--- config.mk ---
export PLATFORM = sky130hd
export DESIGN_NAME = addsub_unit
export DESIGN_NICKNAME = d
export VERILOG_FILES = /design/src/rtl/addsub_pkg.sv /design/src/rtl/full_adder_cell.sv /design/src/rtl/operand_conditioner.sv /design/src/rtl/ripple_chain.sv /design/src/rtl/overflow_detect.sv /design/src/rtl/addsub_unit.sv
export SDC_FILE = /design/constraint.sdc
export NUM_CORES = 1
export LEC_CHECK = 0
export BUFFER_PORTS_ARGS = -buffer_cell sky130_fd_sc_hd__buf_4
export CAP_MARGIN = 20
export CORE_AREA = 2 2 39 41
export DETAILED_ROUTE_END_ITERATION = 8
export DIE_AREA = 0 0 41 43
export GPL_ROUTABILITY_DRIVEN = 0
export PLACE_DENSITY = 0.31
export SYNTH_ARGS = -nofsm -noshare
export SYNTH_HDL_FRONTEND = slang
export SYNTH_SLANG_ARGS = --single-unit
--- constraint.sdc ---
create_clock -name vclk -period 4.7
set_clock_uncertainty 0.1 [all_clocks]
set_input_delay 0.235 -clock vclk [all_inputs]
set_output_delay 0.235 -clock vclk [all_outputs]
set_load 0.05 [all_outputs]
--- src/rtl/addsub_pkg.sv ---
package addsub_pkg;
  localparam int unsigned DEFAULT_WIDTH = 4;
endpackage

--- src/rtl/full_adder_cell.sv ---
module full_adder_cell (
  input  logic a_i,
  input  logic b_i,
  input  logic c_i,
  output logic s_o,
  output logic c_o
);
  assign s_o = a_i ^ b_i ^ c_i;
  assign c_o = (a_i & b_i) | (a_i & c_i) | (b_i & c_i);
endmodule

--- src/rtl/operand_conditioner.sv ---
module operand_conditioner #(
  parameter int unsigned WIDTH = addsub_pkg::DEFAULT_WIDTH
) (
  input  logic [WIDTH-1:0] b_i,
  input  logic             sub_i,
  output logic [WIDTH-1:0] b_eff_o,
  output logic             cin_o
);
  // subtract: flip every bit and inject +1 through carry-in
  assign b_eff_o = b_i ^ {WIDTH{sub_i}};
  assign cin_o   = sub_i;
endmodule

--- src/rtl/ripple_chain.sv ---
module ripple_chain #(
  parameter int unsigned WIDTH = addsub_pkg::DEFAULT_WIDTH
) (
  input  logic [WIDTH-1:0] a_i,
  input  logic [WIDTH-1:0] b_i,
  input  logic             cin_i,
  output logic [WIDTH-1:0] sum_o,
  output logic             msb_cin_o,
  output logic             msb_cout_o
);
  localparam int unsigned MSB = WIDTH - 1;

  logic [WIDTH:0] carry;
  assign carry[0] = cin_i;

  for (genvar g = 0; g < WIDTH; g++) begin : g_stage
    full_adder_cell u_fa (
      .a_i (a_i[g]),
      .b_i (b_i[g]),
      .c_i (carry[g]),
      .s_o (sum_o[g]),
      .c_o (carry[g+1])
    );
  end

  assign msb_cin_o  = carry[MSB];
  assign msb_cout_o = carry[WIDTH];
endmodule

--- src/rtl/overflow_detect.sv ---
module overflow_detect (
  input  logic msb_cin_i,
  input  logic msb_cout_i,
  output logic ovf_o
);
  assign ovf_o = msb_cin_i ^ msb_cout_i;
endmodule

--- src/rtl/addsub_unit.sv ---
module addsub_unit #(
  parameter int unsigned WIDTH = addsub_pkg::DEFAULT_WIDTH
) (
  input  logic [WIDTH-1:0] a_i,
  input  logic [WIDTH-1:0] b_i,
  input  logic             sub_i,
  output logic [WIDTH-1:0] sum_o,
  output logic             carry_o,
  output logic             ovf_o
);
  logic [WIDTH-1:0] b_eff;
  logic             cin;
  logic             msb_cin;
  logic             msb_cout;

  operand_conditioner #(.WIDTH(WIDTH)) u_cond (
    .b_i     (b_i),
    .sub_i   (sub_i),
    .b_eff_o (b_eff),
    .cin_o   (cin)
  );

  ripple_chain #(.WIDTH(WIDTH)) u_chain (
    .a_i        (a_i),
    .b_i        (b_eff),
    .cin_i      (cin),
    .sum_o      (sum_o),
    .msb_cin_o  (msb_cin),
    .msb_cout_o (msb_cout)
  );

  overflow_detect u_ovf (
    .msb_cin_i  (msb_cin),
    .msb_cout_i (msb_cout),
    .ovf_o      (ovf_o)
  );

  assign carry_o = msb_cout;
endmodule

# Word level (Yosys, flattened, before mapping)
# Cells that the tools add are included.
# word_totals
inputBits	9
output_inout_bits	6
word_cells	30
register_bits	0
# classes
n_bitwise	30
# ops
operator	count
$and A1 B1 Y1	12
$xor A1 B1 Y1	9
$or A1 B1 Y1	8
$xor A4 B4 Y4	1

# Logic depth before layout (Yosys ltp)
# Gate-level depths: netlist (run 1).
# depth
ltp_word	14
depth_mapped	7
mapped_depth_nobuf	7

# By module
# A second synthesis (run 1) with hierarchy kept.
# hier_totals
hier_cells	10
hier_area_um2	131.4
# by_module_without_submodules
mod	seq_area_each_um2	area_each_um2	cells_each	n_inst
full_adder_cell	0.0	20.0	1	4
operand_conditioner	0.0	42.5	5	1
overflow_detect	0.0	8.8	1	1

# Worst setup path after synthesis (run 1)
# Ideal clock, no wire load.
# synth_timing
kind	input to output
from	input b_i[0]
to	output ovf_o
stages	7
path_buffers	0
required_time_ns	4.365
path_slack_ns	1.623
t_arrival_ns	2.742
path_cell_list	mux2_2 -> fa_1 -> inv_1 -> fa_1 -> inv_1 -> fa_1 -> xnor2_1
# synth_via
elab_chain_cells	14
word_cells_on_any_way	18
cone_classes	bitwise: 18
# synth_lines
element	line_no	text
from (decl)	addsub_unit.sv:5	input logic [WIDTH-1:0] b_i,
$xor A4 B4 Y4 (*)	operand_conditioner.sv:10	assign b_eff_o = b_i ^ {WIDTH{sub_i}};
$and A1 B1 Y1	full_adder_cell.sv:9	assign c_o = (a_i & b_i) | (a_i & c_i) | (b_i & c_i);
$or A1 B1 Y1	full_adder_cell.sv:9	
$or A1 B1 Y1 (*)	full_adder_cell.sv:9	
$and A1 B1 Y1	full_adder_cell.sv:9	
$or A1 B1 Y1	full_adder_cell.sv:9	
$or A1 B1 Y1 (*)	full_adder_cell.sv:9	
$and A1 B1 Y1	full_adder_cell.sv:9	
$or A1 B1 Y1	full_adder_cell.sv:9	
$or A1 B1 Y1 (*)	full_adder_cell.sv:9	
$and A1 B1 Y1	full_adder_cell.sv:9	
$or A1 B1 Y1	full_adder_cell.sv:9	
$or A1 B1 Y1 (*)	full_adder_cell.sv:9	
via carry_o	addsub_unit.sv:8	output logic carry_o,
$xor A1 B1 Y1 (*)	overflow_detect.sv:6	assign ovf_o = msb_cin_i ^ msb_cout_i;
to (decl)	addsub_unit.sv:9	output logic ovf_o
# The timed path passes the listed nets; every way through them passes the cells marked *.

# Worst setup path after layout (run 1)
# layout_timing
from	input b_i[0]
to	output ovf_o
# layout_via
elab_chain_cells	14
word_cells_on_any_way	18
cone_classes	bitwise: 18
# layout_lines
element	line_no
$xor A4 B4 Y4 (*)	operand_conditioner.sv:10
$and A1 B1 Y1	full_adder_cell.sv:9
$or A1 B1 Y1	full_adder_cell.sv:9
$or A1 B1 Y1 (*)	full_adder_cell.sv:9
$and A1 B1 Y1	full_adder_cell.sv:9
$or A1 B1 Y1	full_adder_cell.sv:9
$or A1 B1 Y1 (*)	full_adder_cell.sv:9
$and A1 B1 Y1	full_adder_cell.sv:9
$or A1 B1 Y1	full_adder_cell.sv:9
$or A1 B1 Y1 (*)	full_adder_cell.sv:9
$and A1 B1 Y1	full_adder_cell.sv:9
$or A1 B1 Y1 (2 in a row)	full_adder_cell.sv:9
$xor A1 B1 Y1 (*)	overflow_detect.sv:6
# Mark *: on every way between the ends. The rest lies on a longest branch, timed or not.

==> results of run 1 <==
[power by group]
part	total, mW	leakage, nW	switching (mW)	internal [mW]
Sequential	0	0	0	0
Combinational	0.0833	0.136	0.0560	0.0273
Clock	0	0	0	0
Total	0.0833	0.136	0.0560	0.0273
[cell usage in the layout (no fill, tap or decap), drive strengths merged]
master / instances
xor2: 3
inv: 4
fa: 3
buf: 15
xnor2: 2
mux2: 1
[cell type report]
type	count	area (um^2)	share of cell area, %
Multi-Input combinational cell	9	115.1	43.81
Timing Repair Buffer	15	112.6	42.86
Inverter	4	15.01	5.714
Tap cell	16	20.02	7.619
[worst max-delay path, delay by kind of cell]
family                   cells  cell delay, ns
adder cells (fa/ha/maj)      3            0.95
buffers and inverters        4            0.44
XOR/XNOR                     1            0.16
multiplexers                 1            0.33
[worst paths after layout]
kind | to | slack, ns
setup / recovery | ovf_o | 2.23
hold / removal | sum_o[0] | 0.69
[routing by layer]
metal	track usage, %	wire length [um]
met2	5.938	146
met4	0	0
met1	5.751	135
met5	0	0
met3	0	74
[cells by family (layout without fill, tap and decap cells)]
group                      Yosys count  after routing  synth area share (%)
adders and majority gates            3              3                 37.50
xor gates and xnor gates             5              5                 27.35
muxes                                1              1                 7.031
buffers and inverters                8             19                 28.12
[metrics by stage]
step	instance area (um^2)	utilization (%)	hold WS, ns
finish	262.8	18.99	0.6932
global route	262.8	18.99	0.7233
CTS	262.8	18.99	0.6963
detailed placement	262.8	18.99	0.6963
global placement	262.8	18.99	0.6942
floorplan	160.2	-	0.5887
==> impl_metrics.yaml, run 1 <==
floorplanning:
  fp.dieH_um: 43
  rows: 14
  dieArea_um2: 1763
  die_x_um: 41
  core_um2: 1384
  io_pins: 15
  initial_core_util_pct: 11.57
placement:
  dpl.cell_count: 44
  dp_slack_ns: 2.214
  portBuffers: 15
  hpwl_um: 348
sta:
  rsz0062_at_grt: "no"
  finalSetupViolations: 0
  tns_ns: 0
  fmax_ghz: 0.4055
  hold_viol: 0
  fin_ws_ns: 2.234
  finalMaxSlewViolations: 0
  tightest_slew_ns: 0.1938
  slew_headroom_pct: 86.99
  period_minus_slack_ns: 2.466
  period_share_pct: 52.47
routing:
  dr.pass1.iters: 1
  remaining_drc_errors: 0
  vias_per_cell: 3.136
  vias: 138
  drtAntennaViolNets: 0
  routed_wl_um: 355
  drt_iter0_markers: 0
  wl_per_cell_um: 8.068
logic_synthesis:
  yosys-top-cells-count: "buf_4 (4), inv_1 (4), fa_1 (3), xor2_1 (3), xnor2_1 (2)"
  syn_nets: 29
  ys_types: 6
  synthTopCellsByArea: "fa_1 (38%), buf_4 (19%), xor2_1 (16%), xnor2_1 (11%), inv_1 (9.4%)"
  synth_area_leader_cell: "fa_1"
  yosys_warnings: 0
  syn-cell-area_um2: 160.2
  synth_cells: 17
  synth.top_cell.area_share_pct: 37.50
  ys_seq_area_share_pct: 0
  postSynthAreaPerCell_um2: 9.421
grt:
  grt_max_degree: 5
  antenna_found_initial: 0
  grt_pass1_wl_um: 503
  grt_pass1_vias: 135
  grt_overflow: 0
  grtUsageTotal_pct: 3.707
finish:
  seq_cells: 0
  ff_latch_area_um2: 0
  antennaDiodeCount: 0
  final_cell_count_no_fill: 44
  n_clock_buffer: 0
  nNetsFinal: 42
  fillers: 158
  drive_gt1_share_pct: 57.14
  syn_to_final_growth_pct: 64.06
critical_path:
  crit_type: "input port to output port"
  crit_path_frequent_cell: "fa_1"
  crit_slowest_cell: "fa_1"
  crit_path_start: "b_i[0]"
  startpoint_type: "input port"
  cp_data_arrival_time_ns: 2.13
  worstPathRequired_ns: 4.37
  crit_path_max_incr_delay_ns: 0.39
  critical_path.cell_chain: "buf_4 > mux2_2 > fa_1 > inv_1 > fa_1 > inv_1 > fa_1 > xnor2_1 > buf_4"
  crit_fanout: 2
  crit_path_end_kind: "output port"
pwr:
  power_mw: 0.08330
  p_per_area_nw_per_um2: 317.0
  power.leakage_nw: 0.1362
  ir_worst_vdd_uv: 113.2
job:
  maxCapViolCount: 0
clock_tree:
  cts_setup_buffers: 0
  holdBufCountCts: 0
  cts-resized-gates: 0
hold_path:
  min_path_type: "input port to output port"
  hold_depth: 3
  min_from: "b_i[0]"
outcome:
  outcome: "finished clean"
(Power assumes the default switching activity.)
==> inputs of run 2 (changes only) <==
--- a/config.mk
+++ b/config.mk
@@ -11,7 +11,7 @@
 export DETAILED_ROUTE_END_ITERATION = 8
 export DIE_AREA = 0 0 41 43
 export GPL_ROUTABILITY_DRIVEN = 0
-export PLACE_DENSITY = 0.31
+export PLACE_DENSITY = 0.32
 export SYNTH_ARGS = -nofsm -noshare
 export SYNTH_HDL_FRONTEND = slang
 export SYNTH_SLANG_ARGS = --single-unit
==> constraint.sdc (replaced) <==
create_clock -name vclk -period 2.2
set_clock_uncertainty 0.1 [all_clocks]
set_input_delay 0.11 -clock vclk [all_inputs]
set_output_delay 0.11 -clock vclk [all_outputs]
set_load 0.05 [all_outputs]
==> impl_metrics.yaml, run 2 (synthesis results as in run 1) <==
sta:
  tightest_slew_ns: 0.2271
  fmax_ghz: 0.4690
  finalSetupViolations: 0
  rsz0062_at_grt: "no"
  period_share_pct: 96.91
  slew_headroom_pct: 84.75
  fin_ws_ns: 0.06796
  period_minus_slack_ns: 2.132
  hold_viol: 0
  finalMaxSlewViolations: 0
pwr:
  p_per_area_nw_per_um2: 668.3
  ir_worst_vdd_uv: 297.2
  power.leakage_nw: 0.1494
clock_tree:
  holdBufCountCts: 0
  cts_setup_buffers: 0
  cts-resized-gates: 1
hold_path:
  min_from: "b_i[0]"
  min_path_type: "input port to output port"
routing:
  vias: 142
  vias_per_cell: 3.087
  wl_per_cell_um: 8.261
  drtAntennaViolNets: 0
  dr.pass1.iters: 1
  drt_iter0_markers: 0
  remaining_drc_errors: 0
  routed_wl_um: 380
critical_path:
  worstPathRequired_ns: 1.99
  crit_path_start: "b_i[0]"
  cp_data_arrival_time_ns: 1.92
  startpoint_type: "input port"
  crit_fanout: 2
  crit_type: "input port to output port"
  crit_path_end_kind: "output port"
floorplanning:
  initial_core_util_pct: 11.57
  dieArea_um2: 1763
  io_pins: 15
  fp.dieH_um: 43
  rows: 14
  core_um2: 1384
  die_x_um: 41
outcome:
  outcome: "finished clean"
finish:
  fillers: 153
  drive_gt1_share_pct: 80.00
  seq_cells: 0
  final_cell_mix: "buf_4 (16), xor2_1 (3), fa_2 (3), inv_1 (2), inv_2 (2)"
  nNetsFinal: 44
  final_util_pct: 22.24
  syn_to_final_growth_pct: 92.19
  antennaDiodeCount: 0
  multi_input_area_um2: 141.4
  ff_latch_area_um2: 0
  n_clock_buffer: 0
  final_common_cell: "buf_4"
placement:
  dp_slack_ns: -0.02750
  portBuffers: 15
grt:
  grtUsageTotal_pct: 3.614
  grt_overflow: 0
  grt_max_degree: 4
  grt_pass1_wl_um: 483
  grt_pass1_vias: 134
  antenna_found_initial: 0
job:
  maxCapViolCount: 0
[run 2: metrics by stage]
stage | TNS [ns] | instance area, um^2 | hold WS [ns] | power [mW] | instances
CTS | 0 | 307.8 | 0.4435 | 0.2087 | 46
global route | 0 | 307.8 | 0.4523 | 0.2152 | 46
detailed placement | -0.02750 | 304.0 | 0.4433 | 0.2043 | 46
finish | 0 | 307.8 | 0.4438 | 0.2057 | 46
floorplan | -0.1179 | 186.4 | 0.3387 | 0.1647 | 17
global placement | -0.01522 | 304.0 | 0.4436 | 0.2039 | 46
[run 2: final timing paths]
| kind | to | depth (start not counted) |
|---|---|---|
| max | ovf_o | 9 |
| min | sum_o[0] | 3 |
[run 2: final cells by class]
cell class / instances / share of cell area, %
Tap cell: 16 / 6.504
Inverter: 4 / 4.878
Multi-Input combinational cell: 9 / 45.94
Timing Repair Buffer: 17 / 42.68
[run 2: worst max-delay path: stages]
cell	delay, ns
buf_4	0.09
mux2_2	0.33
fa_2	0.34
inv_2	0.07
fa_2	0.21
inv_2	0.04
fa_2	0.38
xnor2_4	0.17
buf_6	0.17
[run 2: power by group]
part / total, mW / switching (mW) / leakage, nW / internal, mW
Sequential: 0 / 0 / 0 / 0
Clock: 0 / 0 / 0 / 0
Combinational: 0.206 / 0.128 / 0.149 / 0.0773
[run 2: layer usage]
| layer | vias up | global-route usage, % | share of wire, % |
|---|---|---|---|
| met5 | - | 0 | 0 |
| met4 | 0 | 0 | 0 |
| met3 | 0 | 0.5236 | 22 |
| met2 | 15 | 5.625 | 40 |
| met1 | 57 | 5.466 | 37 |
| li1 | 70 | - | - |
